<file path="config.mk">
export PLATFORM = sky130hd
export DESIGN_NAME = vipt_lookup
export DESIGN_NICKNAME = d
export VERILOG_FILES = /design/src/rtl/vipt_pkg.sv /design/src/rtl/vipt_ctrl.sv /design/src/rtl/vipt_datapath.sv /design/src/rtl/vipt_lookup.sv
export SDC_FILE = /design/constraint.sdc
export NUM_CORES = 1
export LEC_CHECK = 0
export BUFFER_PORTS_ARGS = -buffer_cell sky130_fd_sc_hd__buf_2
export CORE_UTILIZATION = 55
export CTS_CLUSTER_SIZE = 14
export DETAILED_ROUTE_END_ITERATION = 10
export GPL_ROUTABILITY_DRIVEN = 1
export PLACE_DENSITY = 0.76
export SLEW_MARGIN = 20
export SYNTH_ARGS = -nofsm -noshare
export SYNTH_HDL_FRONTEND = slang
export SYNTH_HIERARCHICAL = 1
export SYNTH_SLANG_ARGS = --single-unit
</file>
<file path="constraint.sdc">
create_clock -name clk -period 21.1 [get_ports clk]
set_input_delay 3.165 -clock clk [delete_from_list [all_inputs] [get_ports clk]]
set_output_delay 3.165 -clock clk [all_outputs]
set_load 0.02 [all_outputs]
</file>
<file path="src/rtl/vipt_pkg.sv">
package vipt_pkg;
  // Strobes from control to datapath for one cycle.
  typedef struct packed {
    logic capture;  // latch selected set of a new request
    logic respond;  // compare and register a response
    logic fill;     // write one way
    logic clear;    // drop all valid bits
  } vipt_ctl_t;
endpackage

</file>
<file path="src/rtl/vipt_ctrl.sv">
module vipt_ctrl
  import vipt_pkg::*;
(
  input  logic      clk,
  input  logic      rstN,
  input  logic      reqValid,
  input  logic      ppnValid,
  input  logic      fillValid,
  input  logic      invalAll,
  output vipt_ctl_t ctl,
  output logic      rspValid
);
  logic stagePend;

  always_comb begin
    ctl.capture = reqValid;
    ctl.respond = stagePend && ppnValid;
    ctl.fill    = fillValid;
    ctl.clear   = invalAll;
  end

  always_ff @(posedge clk) begin
    if (!rstN) begin
      stagePend <= 1'b0;
      rspValid  <= 1'b0;
    end else begin
      stagePend <= reqValid;
      rspValid  <= ctl.respond;
    end
  end
endmodule

</file>
<file path="src/rtl/vipt_datapath.sv">
module vipt_datapath
  import vipt_pkg::*;
#(
  parameter int SETS       = 4,
  parameter int WAYS       = 2,
  parameter int LINE_BYTES = 16,
  parameter int WORD_BYTES = 4,
  parameter int PAGE_BITS  = 12,
  localparam int OFF_BITS  = $clog2(LINE_BYTES),
  localparam int IDX_BITS  = $clog2(SETS),
  localparam int IDX_W     = (IDX_BITS > 0) ? IDX_BITS : 1,
  localparam int WAY_W     = (WAYS > 1) ? $clog2(WAYS) : 1,
  localparam int TAG_LO    = OFF_BITS + IDX_BITS,
  localparam int TAG_W     = 64 - TAG_LO,
  localparam int PPN_W     = 64 - PAGE_BITS,
  localparam int LINE_W    = LINE_BYTES * 8,
  localparam int WORD_W    = WORD_BYTES * 8,
  localparam int WORD_BITS = $clog2(WORD_BYTES)
)(
  input  logic              clk,
  input  logic              rstN,
  input  vipt_ctl_t         ctl,
  input  logic [63:0]       reqVa,
  input  logic [PPN_W-1:0]  ppn,
  input  logic [TAG_W-1:0]  fillTag,
  input  logic [IDX_W-1:0]  fillIdx,
  input  logic [WAY_W-1:0]  fillWay,
  input  logic [LINE_W-1:0] fillLine,
  output logic [WAYS-1:0]   hitVec,
  output logic              rspHit,
  output logic [WORD_W-1:0] rspData
);
  logic [TAG_W-1:0]  tagMem  [SETS][WAYS];
  logic [LINE_W-1:0] lineMem [SETS][WAYS];
  logic [WAYS-1:0]   validMem [SETS];

  logic [IDX_W-1:0]     reqSet;
  logic [TAG_W-1:0]     s1Tag  [WAYS];
  logic [LINE_W-1:0]    s1Line [WAYS];
  logic [WAYS-1:0]      s1Vld;
  logic [PAGE_BITS-1:0] s1PgOff;

  generate
    if (IDX_BITS > 0) begin : g_idx
      assign reqSet = reqVa[OFF_BITS +: IDX_W];
    end else begin : g_noidx
      assign reqSet = '0;
    end
    if (TAG_LO > PAGE_BITS) begin : g_bad
      $error("set and offset fields exceed the page offset");
    end
  endgenerate

  // Array storage: tags and lines carry no reset.
  always_ff @(posedge clk) begin
    if (ctl.fill) begin
      tagMem[fillIdx][fillWay]  <= fillTag;
      lineMem[fillIdx][fillWay] <= fillLine;
    end
  end

  // Valid bits: invalidate wins over a fill on the same edge.
  always_ff @(posedge clk) begin
    if (!rstN) begin
      for (int s = 0; s < SETS; s++) validMem[s] <= '0;
    end else if (ctl.clear) begin
      for (int s = 0; s < SETS; s++) validMem[s] <= '0;
    end else if (ctl.fill) begin
      validMem[fillIdx][fillWay] <= 1'b1;
    end
  end

  // Stage 1: snapshot of the selected set, read with the virtual index.
  always_ff @(posedge clk) begin
    if (ctl.capture) begin
      for (int w = 0; w < WAYS; w++) begin
        s1Tag[w]  <= tagMem[reqSet][w];
        s1Line[w] <= lineMem[reqSet][w];
      end
      s1PgOff <= reqVa[PAGE_BITS-1:0];
    end
  end

  always_ff @(posedge clk) begin
    if (!rstN)                     s1Vld <= '0;
    else if (ctl.capture)          s1Vld <= ctl.clear ? '0 : validMem[reqSet];
    else if (ctl.clear)            s1Vld <= '0;
  end

  // Stage 2: physical tag compare and word select.
  logic [63:0]           physAddr;
  logic [TAG_W-1:0]      lookTag;
  logic [OFF_BITS-WORD_BITS-1:0] wordSel;
  logic [WORD_W-1:0]     selData;

  assign physAddr = {ppn, s1PgOff};
  assign lookTag  = physAddr[63:TAG_LO];
  assign wordSel  = s1PgOff[OFF_BITS-1:WORD_BITS];

  generate
    for (genvar w = 0; w < WAYS; w++) begin : g_way
      assign hitVec[w] = s1Vld[w] && (s1Tag[w] == lookTag) && !ctl.clear;
    end
  endgenerate

  always_comb begin
    selData = '0;
    for (int w = 0; w < WAYS; w++) begin
      if (hitVec[w]) selData = selData | s1Line[w][wordSel*WORD_W +: WORD_W];
    end
  end

  always_ff @(posedge clk) begin
    if (!rstN) begin
      rspHit  <= 1'b0;
      rspData <= '0;
    end else if (ctl.respond) begin
      rspHit  <= |hitVec;
      rspData <= selData;
    end
  end
endmodule

</file>
<file path="src/rtl/vipt_lookup.sv">
module vipt_lookup
  import vipt_pkg::*;
#(
  parameter int SETS       = 4,
  parameter int WAYS       = 2,
  parameter int LINE_BYTES = 16,
  parameter int WORD_BYTES = 4,
  parameter int PAGE_BITS  = 12,
  localparam int OFF_BITS  = $clog2(LINE_BYTES),
  localparam int IDX_BITS  = $clog2(SETS),
  localparam int IDX_W     = (IDX_BITS > 0) ? IDX_BITS : 1,
  localparam int WAY_W     = (WAYS > 1) ? $clog2(WAYS) : 1,
  localparam int TAG_W     = 64 - OFF_BITS - IDX_BITS,
  localparam int PPN_W     = 64 - PAGE_BITS,
  localparam int LINE_W    = LINE_BYTES * 8,
  localparam int WORD_W    = WORD_BYTES * 8
)(
  input  logic              clk,
  input  logic              rstN,
  input  logic              reqValid,
  input  logic [63:0]       reqVa,
  input  logic              ppnValid,
  input  logic [PPN_W-1:0]  ppn,
  input  logic              fillValid,
  input  logic [TAG_W-1:0]  fillTag,
  input  logic [IDX_W-1:0]  fillIdx,
  input  logic [WAY_W-1:0]  fillWay,
  input  logic [LINE_W-1:0] fillLine,
  input  logic              invalAll,
  output logic              rspValid,
  output logic              rspHit,
  output logic [WORD_W-1:0] rspData
);
  vipt_ctl_t       ctl;
  logic [WAYS-1:0] hitVec;

  vipt_ctrl u_ctrl (
    .clk(clk), .rstN(rstN), .reqValid(reqValid), .ppnValid(ppnValid),
    .fillValid(fillValid), .invalAll(invalAll), .ctl(ctl), .rspValid(rspValid)
  );

  vipt_datapath #(
    .SETS(SETS), .WAYS(WAYS), .LINE_BYTES(LINE_BYTES),
    .WORD_BYTES(WORD_BYTES), .PAGE_BITS(PAGE_BITS)
  ) u_dp (
    .clk(clk), .rstN(rstN), .ctl(ctl), .reqVa(reqVa), .ppn(ppn),
    .fillTag(fillTag), .fillIdx(fillIdx), .fillWay(fillWay), .fillLine(fillLine),
    .hitVec(hitVec), .rspHit(rspHit), .rspData(rspData)
  );
endmodule

</file>
==> results.toml <==
[synth]
synth.area.top_cells = "edfxtp_1 80%, mux4_2 14%, dfxtp_1 1.3%, mux4_1 0.56%, xor2_1 0.54%"
synth_area_leader_cell = "edfxtp_1"
yosys_register_bits = 1913
yosysSeqAreaShare = 0.813
yosysWarningCount = 6
yosys.area.top_type_share = 0.801
synth_fp_nets = 3193
edff_count_synth = 1868
mappedNetlistArea_um2 = 70100
synthArstFlopShare = 0
synth.avg_cell_area_um2 = 24.3
number_of_unique_standard_cell_types_used_by_synthesis = 46
number_of_instances_in_the_synthesized_netlist = 2882
ys.flop_type = "edfxtp_1"

[cts]
cts_hold_repair.buffers = 0
cts-root-buf = "clkbuf_16"
cts.sinks = 1913
postCtsSetupBuffers = 0
cts-buffers-inserted = 182
cts_max_level = 4
cts.path.max_buffers = 3
cts_tree = "built"
clkTransAtPathRegs_ns = 0.06
postCtsResizedCells = 0
clock_insertion_delay_worst_skew_ns = 0.80

[die]
io_pins = 345
die_width_um = 359
rows = 130
die_area_um2 = 129000
die_h_um = 359
floorplan.initialDensity = 0.556
fp.coreArea_um2 = 126000

[pwr]
fin_total_pwr_mw = 7.91
ir_worst_vdd_uv = 100
lkg_pwr_nw = 25.5
pwrdens_nw_per_um2 = 99.5

[worst_hold_path]
timing.hold.worst.class = "flip-flop to flip-flop"

[routing]
drcViolationCount = 0
drt_iter0_drc = 3587
viasPerCell = 6.30
final_antenna_net_count = 0
route.final.wire_length_um = 157000
firstDrtPassIters = 6
num_vias = 32200
post_detailed_route_wirelength_per_cell_um = 30.6

[cells_and_area]
design.final.nets = 3597
drive_above_1_share = 0.303
fin_util = 0.631
num-fill-cells = 8049
flow.area_growth_from_synthesis_pct = 13.5

[grt]
grt_pass1_wl_um = 227000
grt_antenna_before_repair = 53
remaining_overflow_grt = 0
grt_start_max_net_pins = 132
use_met3 = 0.0576
global_route.usage.total = 0.246
grt.met1_usage = 0.342
globalRoute.busiestLayer = "met2"
grtUsageMet2 = 0.394
via_count_of_the_first_global_routing_pass = 33100

[critical_path]
worst_ep_arrival_time_ns = 6.83
worstPathRequired_ns = 21.60
setup.worst_path.start_class = "primary input"
critical_path_class = "primary input to flip-flop"
end_kind = "flip-flop"
critical_path.max_fanout = 79

[sta]
tightestPinTransition_ns = 1.06
max_clock_freq_ghz = 0.158
fin_crit_period_ns = 6.33
max_slew_margin = 0.291
skew_ns = 0.0377
final_min_period_over_clock_period = 0.300
timing.final.setup_violations = 0
rsz0062_at_grt = "no"
hold_viol_final = 0
drv_slew = 0
fin_tns_setup_ns = 0

[outcome]
run_status = "finished clean"

[job]
maxCapViolations = 0

[placement]
detailedPlacementHpwl_um = 82200
place_congestion = 0.859
buffer_ports.inserted = 290
cell families after synthesis:
group	synth area share
flip-flops	0.813
multiplexers	0.142
AND/OR/NAND/NOR	0.0176
buffers and inverters	0.00902
AO/OA/AOI/OAI	0.00830
XOR/XNOR	0.00975
flip-flops by register name, summed over array words and instances (netlist names):
register / cells
u_ctrl/stagePend: 1
u_dp/s1Tag: 116
u_dp/s1PgOff: 8
u_dp/validMem: 8
u_dp/lineMem: 1024
u_dp/tagMem: 464
u_dp/rspHit: 1
u_dp/s1Vld: 2
u_ctrl/rspValid: 1
u_dp/rspData: 32
u_dp/s1Line: 256
report_power, final:
group          internal, mW  switching, mW
Sequential             4.34         0.0496
Combinational         0.159          0.215
Clock                  1.77           1.38
synthesized netlist by cell type, drive strengths merged, types with 2 or more instances:
| library cell | instances |
|---|---|
| and2 | 3 |
| o2111a | 8 |
| nor2 | 27 |
| xor2 | 43 |
| nor4 | 13 |
| buf | 58 |
| nor2b | 23 |
| mux2i | 2 |
| a2111oi | 5 |
| nand2b | 29 |
| nand2 | 35 |
| inv | 15 |
| a31oi | 32 |
| nand3 | 34 |
| nor3 | 4 |
| edfxtp | 1868 |
| clkbuf | 70 |
| dfxtp | 45 |
| nand4 | 14 |
| mux4 | 438 |
| or4 | 32 |
| a2111o | 2 |
| xnor2 | 35 |
| o21ai | 32 |
layout by cell type, fill, tap and decap left out, types with 15 or more instances in the layout:
cell type	n
edfxtp_1	1868
mux4_2	423
buf_2	287
clkbuf_16	186
clkbuf_1	53
buf_4	52
dfxtp_1	45
xor2_1	43
xnor2_1	35
clkinv_1	34
nand2_1	34
nand3_1	32
or4_1	32
o21ai_0	32
a31oi_1	32
nand2b_1	29
clkinv_2	28
nor2b_1	23
nor2_1	20
diode_2	16
inv_1	15
mux4_1	15
layer usage:
| metal | share of wire | up-vias |
|---|---|---|
| met5 | 0.0019 | - |
| met2 | 0.49 | 1735 |
| li1 | - | 13100 |
| met4 | 0.023 | 48 |
| met3 | 0.097 | 321 |
| met1 | 0.39 | 17000 |
worst max-delay path, stage by stage:
cell and delay (ns):
buf_8 0.50, buf_4 0.82, buf_4 0.80, buf_4 0.92
mux4_2 0.43
through the flow:
stage	cell area [um^2]	setup WS, ns	std cells	hold WS, ns
2_1_floorplan	70100	4.13	2882	0.435
3_3_place_gp	73600	13.79	4749	0.449
3_5_place_dp	73700	13.78	4751	0.456
4_1_cts	79500	14.66	5091	0.469
5_1_grt	79500	14.41	5095	0.487
6_report	79500	14.77	5108	0.464
final cells by class:
type	count	area, um^2	share of cell area
flip-flops and latches	1913	57000	0.717
well taps	1650	2060	0.0260
clock buffers	252	5030	0.0633
inverters	15	56.3	0.000708
diodes	16	40.0	0.000503
multi-input cells	824	12500	0.158
repair buffers	350	2040	0.0256
clock inverters	88	767	0.00964
worst paths after layout:
kind / cells past startpoint / endpoint / slack (ns) / startpoint
hold / removal: 2 / u_dp/validMem[2][1] / 0.46 / u_dp/validMem[2][1]
hold reg to reg: 2 / u_dp/validMem[2][1] / 0.46 / u_dp/validMem[2][1]
setup reg to reg: 6 / u_dp/rspData[16] / 17.39 / u_dp/s1Tag[0][76]
setup / recovery: 5 / u_dp/s1Tag[0][98] / 14.77 / reqVa[5]
(Power assumes the default switching activity.)
